$ cat config.mk
export PLATFORM = sky130hd
export DESIGN_NAME = bmcRx
export DESIGN_NICKNAME = d
export VERILOG_FILES = /design/src/rtl/bmcPkg.sv /design/src/rtl/bmcDatapath.sv /design/src/rtl/bmcControl.sv /design/src/rtl/bmcRx.sv
export SDC_FILE = /design/constraint.sdc
export NUM_CORES = 1
export LEC_CHECK = 0
export BUFFER_PORTS_ARGS = -buffer_cell sky130_fd_sc_hd__buf_4
export CAP_MARGIN = 10
export CORE_UTILIZATION = 50
export DETAILED_ROUTE_END_ITERATION = 10
export MAX_ROUTING_LAYER = met4
export PLACE_DENSITY = 0.69
export SLEW_MARGIN = 40
export SYNTH_ARGS = -nofsm -noshare
export SYNTH_HDL_FRONTEND = slang
export SYNTH_SLANG_ARGS = --single-unit
$ cat constraint.sdc
create_clock -name clk -period 3.51 [get_ports clk]
set_input_delay 0 -clock clk [delete_from_list [all_inputs] [get_ports clk]]
set_output_delay 0 -clock clk [all_outputs]
set_load 0.005 [all_outputs]
$ cat src/rtl/bmcPkg.sv
package bmcPkg;

  typedef enum logic [1:0] {
    ST_IDLE  = 2'd0,
    ST_LEARN = 2'd1,
    ST_LOCK  = 2'd2
  } bmcStateT;

  typedef struct packed {
    logic restart;   // reset the learned half-bit count to its maximum
    logic learn;     // allow the half-bit count to shrink on this edge
    logic emit;      // a decoded bit is ready
    logic emitVal;   // value of that bit
    logic divClear;  // hold the sample divider at zero
  } bmcCtrlT;

endpackage

$ cat src/rtl/bmcDatapath.sv
module bmcDatapath
  import bmcPkg::*;
#(
  parameter int CNT_W = 10,
  parameter int BPS_W = 6
) (
  input  logic             clk,
  input  logic             rstN,
  input  logic             lineIn,
  input  logic [BPS_W-1:0] bitsPerSample,
  input  bmcCtrlT          ctrl,
  output logic             edgeSeen,
  output logic             isShort,
  output logic             isLong,
  output logic             stalled,
  output logic             bitData,
  output logic             bitValid,
  output logic             sampleStrobe
);

  localparam int WIDE = CNT_W + 3;

  logic [2:0]       syncQ;
  logic [CNT_W-1:0] gapCnt;
  logic [CNT_W-1:0] halfReg;
  logic [WIDE-1:0]  gapW;
  logic [WIDE-1:0]  halfW;
  logic [BPS_W-1:0] bitCount;
  logic             lastBit;

  // two-flop synchronizer plus one delay stage for edge detection
  always_ff @(posedge clk) begin
    if (!rstN) syncQ <= '0;
    else       syncQ <= {syncQ[1:0], lineIn};
  end

  assign edgeSeen = syncQ[2] ^ syncQ[1];

  // cycles since last edge, saturating
  always_ff @(posedge clk) begin
    if (!rstN)                 gapCnt <= '0;
    else if (edgeSeen)         gapCnt <= '0;
    else if (gapCnt != '1)     gapCnt <= gapCnt + 1'b1;
  end

  assign gapW  = WIDE'(gapCnt) + WIDE'(1);
  assign halfW = WIDE'(halfReg);

  assign isShort = (gapW + gapW) < (halfW + halfW + halfW);
  assign stalled = (gapW + gapW) >= ((halfW << 2) + halfW);
  assign isLong  = !isShort && !stalled;

  // learned half-bit period: running minimum of edge spacing
  always_ff @(posedge clk) begin
    if (!rstN || ctrl.restart)                  halfReg <= '1;
    else if (ctrl.learn && edgeSeen && gapW < halfW) halfReg <= gapW[CNT_W-1:0];
  end

  // sample divider
  assign lastBit = ({1'b0, bitCount} + 1'b1) >= {1'b0, bitsPerSample};

  always_ff @(posedge clk) begin
    if (!rstN) begin
      bitCount     <= '0;
      bitValid     <= 1'b0;
      bitData      <= 1'b0;
      sampleStrobe <= 1'b0;
    end else begin
      bitValid     <= ctrl.emit;
      sampleStrobe <= ctrl.emit && lastBit && !ctrl.divClear;
      if (ctrl.emit) bitData <= ctrl.emitVal;
      if (ctrl.divClear)  bitCount <= '0;
      else if (ctrl.emit) bitCount <= lastBit ? '0 : bitCount + 1'b1;
    end
  end

  AST_HALF_NEVER_GROWS: assert property (@(posedge clk) disable iff (!rstN)
    !ctrl.restart |=> halfReg <= $past(halfReg));

endmodule

$ cat src/rtl/bmcControl.sv
module bmcControl
  import bmcPkg::*;
(
  input  logic    clk,
  input  logic    rstN,
  input  logic    edgeSeen,
  input  logic    isShort,
  input  logic    isLong,
  input  logic    stalled,
  output bmcCtrlT ctrl,
  output logic    locked
);

  bmcStateT state, stateNext;
  logic     midPending, midNext;

  always_comb begin
    stateNext    = state;
    midNext      = midPending;
    ctrl         = '0;
    ctrl.restart = (state == ST_IDLE);
    ctrl.learn   = (state == ST_LEARN);
    ctrl.divClear = (state != ST_LOCK);
    case (state)
      ST_IDLE: begin
        midNext = 1'b0;
        if (edgeSeen) stateNext = ST_LEARN;
      end
      ST_LEARN: begin
        midNext = 1'b0;
        if (edgeSeen && isLong) stateNext = ST_LOCK;
      end
      ST_LOCK: begin
        if (edgeSeen) begin
          if (isShort && !midPending) begin
            midNext = 1'b1;
          end else if (isShort) begin
            midNext      = 1'b0;
            ctrl.emit    = 1'b1;
            ctrl.emitVal = 1'b1;
          end else if (isLong && !midPending) begin
            ctrl.emit    = 1'b1;
            ctrl.emitVal = 1'b0;
          end else if (isLong) begin
            stateNext = ST_LEARN;       // coding error, keep rate
            midNext   = 1'b0;
          end else begin
            stateNext = ST_IDLE;        // gap too long
            midNext   = 1'b0;
          end
        end else if (stalled) begin
          stateNext = ST_IDLE;
          midNext   = 1'b0;
        end
      end
      default: stateNext = ST_IDLE;
    endcase
  end

  always_ff @(posedge clk) begin
    if (!rstN) begin
      state      <= ST_IDLE;
      midPending <= 1'b0;
    end else begin
      state      <= stateNext;
      midPending <= midNext;
    end
  end

  assign locked = (state == ST_LOCK);

  AST_LOCK_FROM_LEARN: assert property (@(posedge clk) disable iff (!rstN)
    $rose(locked) |-> $past(state) == ST_LEARN);

  AST_ERR_DROPS: assert property (@(posedge clk) disable iff (!rstN)
    (locked && midPending && edgeSeen && isLong) |=> (!locked && state == ST_LEARN));

  AST_STALL_DROPS: assert property (@(posedge clk) disable iff (!rstN)
    (locked && !edgeSeen && stalled) |=> (state == ST_IDLE));

endmodule

$ cat src/rtl/bmcRx.sv
module bmcRx
  import bmcPkg::*;
#(
  parameter int CNT_W = 10,
  parameter int BPS_W = 6
) (
  input  logic             clk,
  input  logic             rstN,
  input  logic             lineIn,
  input  logic [BPS_W-1:0] bitsPerSample,
  output logic             bitData,
  output logic             bitValid,
  output logic             sampleStrobe,
  output logic             locked
);

  bmcCtrlT ctrl;
  logic    edgeSeen, isShort, isLong, stalled;

  bmcDatapath #(.CNT_W(CNT_W), .BPS_W(BPS_W)) u_datapath (
    .clk          (clk),
    .rstN         (rstN),
    .lineIn       (lineIn),
    .bitsPerSample(bitsPerSample),
    .ctrl         (ctrl),
    .edgeSeen     (edgeSeen),
    .isShort      (isShort),
    .isLong       (isLong),
    .stalled      (stalled),
    .bitData      (bitData),
    .bitValid     (bitValid),
    .sampleStrobe (sampleStrobe)
  );

  bmcControl u_control (
    .clk     (clk),
    .rstN    (rstN),
    .edgeSeen(edgeSeen),
    .isShort (isShort),
    .isLong  (isLong),
    .stalled (stalled),
    .ctrl    (ctrl),
    .locked  (locked)
  );

  AST_VALID_NEEDS_LOCK: assert property (@(posedge clk) disable iff (!rstN)
    bitValid |-> locked);

  AST_STROBE_WITH_VALID: assert property (@(posedge clk) disable iff (!rstN)
    sampleStrobe |-> bitValid);

endmodule

==> flow_summary_export.csv <==
group,metric,value,unit
status,status,"complete, but fails checks",
status,failed_checks,"setup timing",
die,die_y,81.3,um
routing,first_pass_iters,4,
sta,rsz0062_at_grt,"yes",
grt,grt_max_degree,12,
cells_and_area,nets,499,
sta,period_share,102,%
cts,tritoncts,"built",
sta,fin_crit,3.57,ns
yosys,synthCells,370,
cells_and_area,diodes,0,
sta,finalSetupViolations,6,
cells_and_area,final_core_util,65.9,%
die,ioPinCount,13,
min_path,hold_depth,6,
yosys,synthTopCellsByArea,"ha_1 (23%), dfxtp_1 (22%), nor2_1 (4.9%), xnor2_1 (3.9%), xor2_1 (3.9%)",
place,dpl.hpwl,5100,um
grt,grt_overflow,0,
place,pre_cts_slack,-0.279,ns
setup_path,path_class,"reg -> reg",
routing,drt-wirelength-per-cell,13.6,um
cts,cts_made_buffers,5,
cells_and_area,drive_above_1_share,25.5,%
yosys,synth_edf_count,0,
sta,finalHoldViolCount,0,
cells_and_area,fin_area,3950,um^2
pwr,powerDensity,206,nW/um^2
cells_and_area,syn_to_final_growth,25.5,%
cells_and_area,final_common_cell,"ha_1",
cts,cts_root_buffer,"clkbuf_8",
yosys,synth-seq-cells,35,
routing,via_per_inst,5.41,
sta,worst_pin_slew,0.740,ns
cts,htreeDepth,2,
grt,grt_pass1_wl,11600,um
routing,drc,0,
grt,grt_antenna_before_repair,0,
die,dieArea,6610,um^2
sta,tns,-0.115,ns
run,drv_cap,0,
die,start_util,52.5,%
setup_path,cp_data_arrival_time,3.80,ns
cts,clock_latency,0.29,ns
setup_path,path_max_fanout,8,
sta,finClkSkew,0.00679,ns
cells_and_area,n_fill_cell,504,
sta,finalWorstSetupSlack,-0.0596,ns
yosys,ys_warn_count,0,
yosys,async_reset_ff_share,0,%
routing,drtIter0Drc,63,
pwr,ir_worst_vdd,0.163,mV
setup_path,reg2reg_depth,16,
routing,via_count,2737,
cts,clock_path_buffers,2,
yosys,syn_avg_cell_area,8.50,um^2
yosys,syn_area,3150,um^2
cts,clk_pin_slew_worst_paths,0.07,ns
die,fp-row-count,28,
min_path,holdCritPathClass,"in -> reg",
cells_and_area,multiInputGateArea,2480,um^2
routing,wl,6860,um
yosys,synth_cell_types,54,
pwr,p_total,0.811,mW
yosys,synth_top_cell_area_share,23.1,%
die,core_area,5990,um^2
sta,drv_slew,0,
sta,fmax,280,MHz
routing,ant_nets,0,
setup_path,cp.required,3.74,ns
yosys,seq_area_frac_synth,22.3,%
cells_and_area,regArea,707,um^2
yosys,yosysTopAreaCell,"ha_1",
grt,grt_pass1_vias,2558,
cells_and_area,layout_common_cells,"ha_1 (54), buf_4 (49), nor2_1 (39)",
place,numPortBuffers,12,
pwr,power_leakage,2.00,nW
place,gp_congestion,0.850,
die,die_w,81.3,um
yosys,ys.flop_type,"dfxtp_1",
place,placed_cell_area,3560,um^2
setup_path,worst_setup_path_end_kind,"register",
grt,globalRouteTotalUtil,23.1,%
sta,max_slew_margin,50.5,%
cts,cts_sinks,35,
setup_path,cp-start-kind,"register",
yosys,syn-num-nets,439,
==> area by class of cell <==
type	instances	area share [%]
clock buffer	7	2.44
clock inverter	1	0.190
inverter	26	2.47
multi-input combinational	304	62.8
sequential	35	17.9
tap	75	2.38
timing repair buffer	58	11.8
==> critical path, cell delays in order, from the launching register on <==
cell,delay (ns)
dfxtp_4,0.36
buf_4,0.13
buf_6,0.12
fa_2,0.36
a21o_1,0.18
a21oi_2,0.16
o21bai_1,0.09
a21oi_2,0.18
xor2_1,0.19
ha_1,0.27
o21ai_1,0.16
o22ai_1,0.10
or3_4,0.37
o21ai_4,0.18
a2bb2oi_4,0.11
or4_4,0.42
a21boi_2,0.13
==> metal layers <==
metal / global-route usage, % / up-vias / share of wire, %
li1: - / 1430 / -
met1: 27.5 / 1270 / 48
met2: 40.5 / 29 / 49
met3: 3.37 / 8 / 2.1
met4: 5.89 / 0 / 1.3
met5: - / - / 0
==> synth_stat cells, types with 2 or more instances <==
cell type and instances:
a21boi_0 2, clkbuf_1 2, or3_1 2, a21oi_1 16, or2_2 2, o21a_1 7, xor2_1 14, nand2b_1 5
nand2_1 28, a31oi_1 4, fa_1 2, mux2i_1 11, nand4_1 3, a211oi_1 4, nor2b_1 5, and2_1 5
nand3_1 16, o21ai_0 19, ha_1 58, and3_1 3, o31a_1 2, nor3_1 3, o211ai_1 5, dfxtp_1 35
a21o_1 6, nand3b_1 3, xnor2_1 14, a21o_2 2, nor2_1 41, o31ai_1 2, inv_1 26
==> timing repair <==
item | CTS | global route
endpoints found under the setup margin | 12 | 12
endpoints found under the hold margin | 4 | 0
setup buffers | 3 | 6
gates resized for setup | 25 | 20
hold buffers | 3 | 0
pin swaps | 12 | 20
==> power by group <==
part | leakage (nW) | internal (mW) | switching (mW) | total (mW)
clock | 0.0505 | 0.179 | 0.155 | 0.333
combinational | 1.67 | 0.0339 | 0.0370 | 0.0709
sequential | 0.282 | 0.401 | 0.00557 | 0.407
total | 2.00 | 0.614 | 0.197 | 0.811
==> kinds of logic after synthesis <==
logic type / Yosys count / share of synthesized area [%]
AO/OA/AOI/OAI: 82 / 19.1
multiplexers: 11 / 3.50
AND/OR/NAND/NOR: 123 / 18.9
buffers and inverters: 31 / 4.10
adder cells (fa/ha/maj): 60 / 24.3
flip-flops: 35 / 22.3
XOR/XNOR: 28 / 7.80
==> stage by stage <==
stage,hold WS (ns),std cells
finish,0.365,506
global route,0.373,506
CTS,0.348,500
detailed placement,0.212,486
global placement,0.218,486
floorplan,0.122,370
==> flip-flops by register name, summed over array words and instances (netlist names) <==
register,count
u_datapath.sampleStrobe,1
u_datapath.gapCnt,10
u_control.midPending,1
u_datapath.bitValid,1
u_datapath.syncQ,3
u_datapath.halfReg,10
u_datapath.bitData,1
u_datapath.bitCount,6
u_control.state,2
==> final timing paths <==
kind / endpoint / start / slack [ns]
setup / recovery: u_datapath.bitCount[4] / u_datapath.halfReg[1] / -0.06
hold / removal: u_datapath.bitCount[4] / bitsPerSample[5] / 0.36
setup reg to reg: u_datapath.bitCount[4] / u_datapath.halfReg[1] / -0.06
hold reg to reg: u_datapath.syncQ[1] / u_datapath.syncQ[0] / 0.44
No activity file was read; power rests on OpenSTA's default activity.
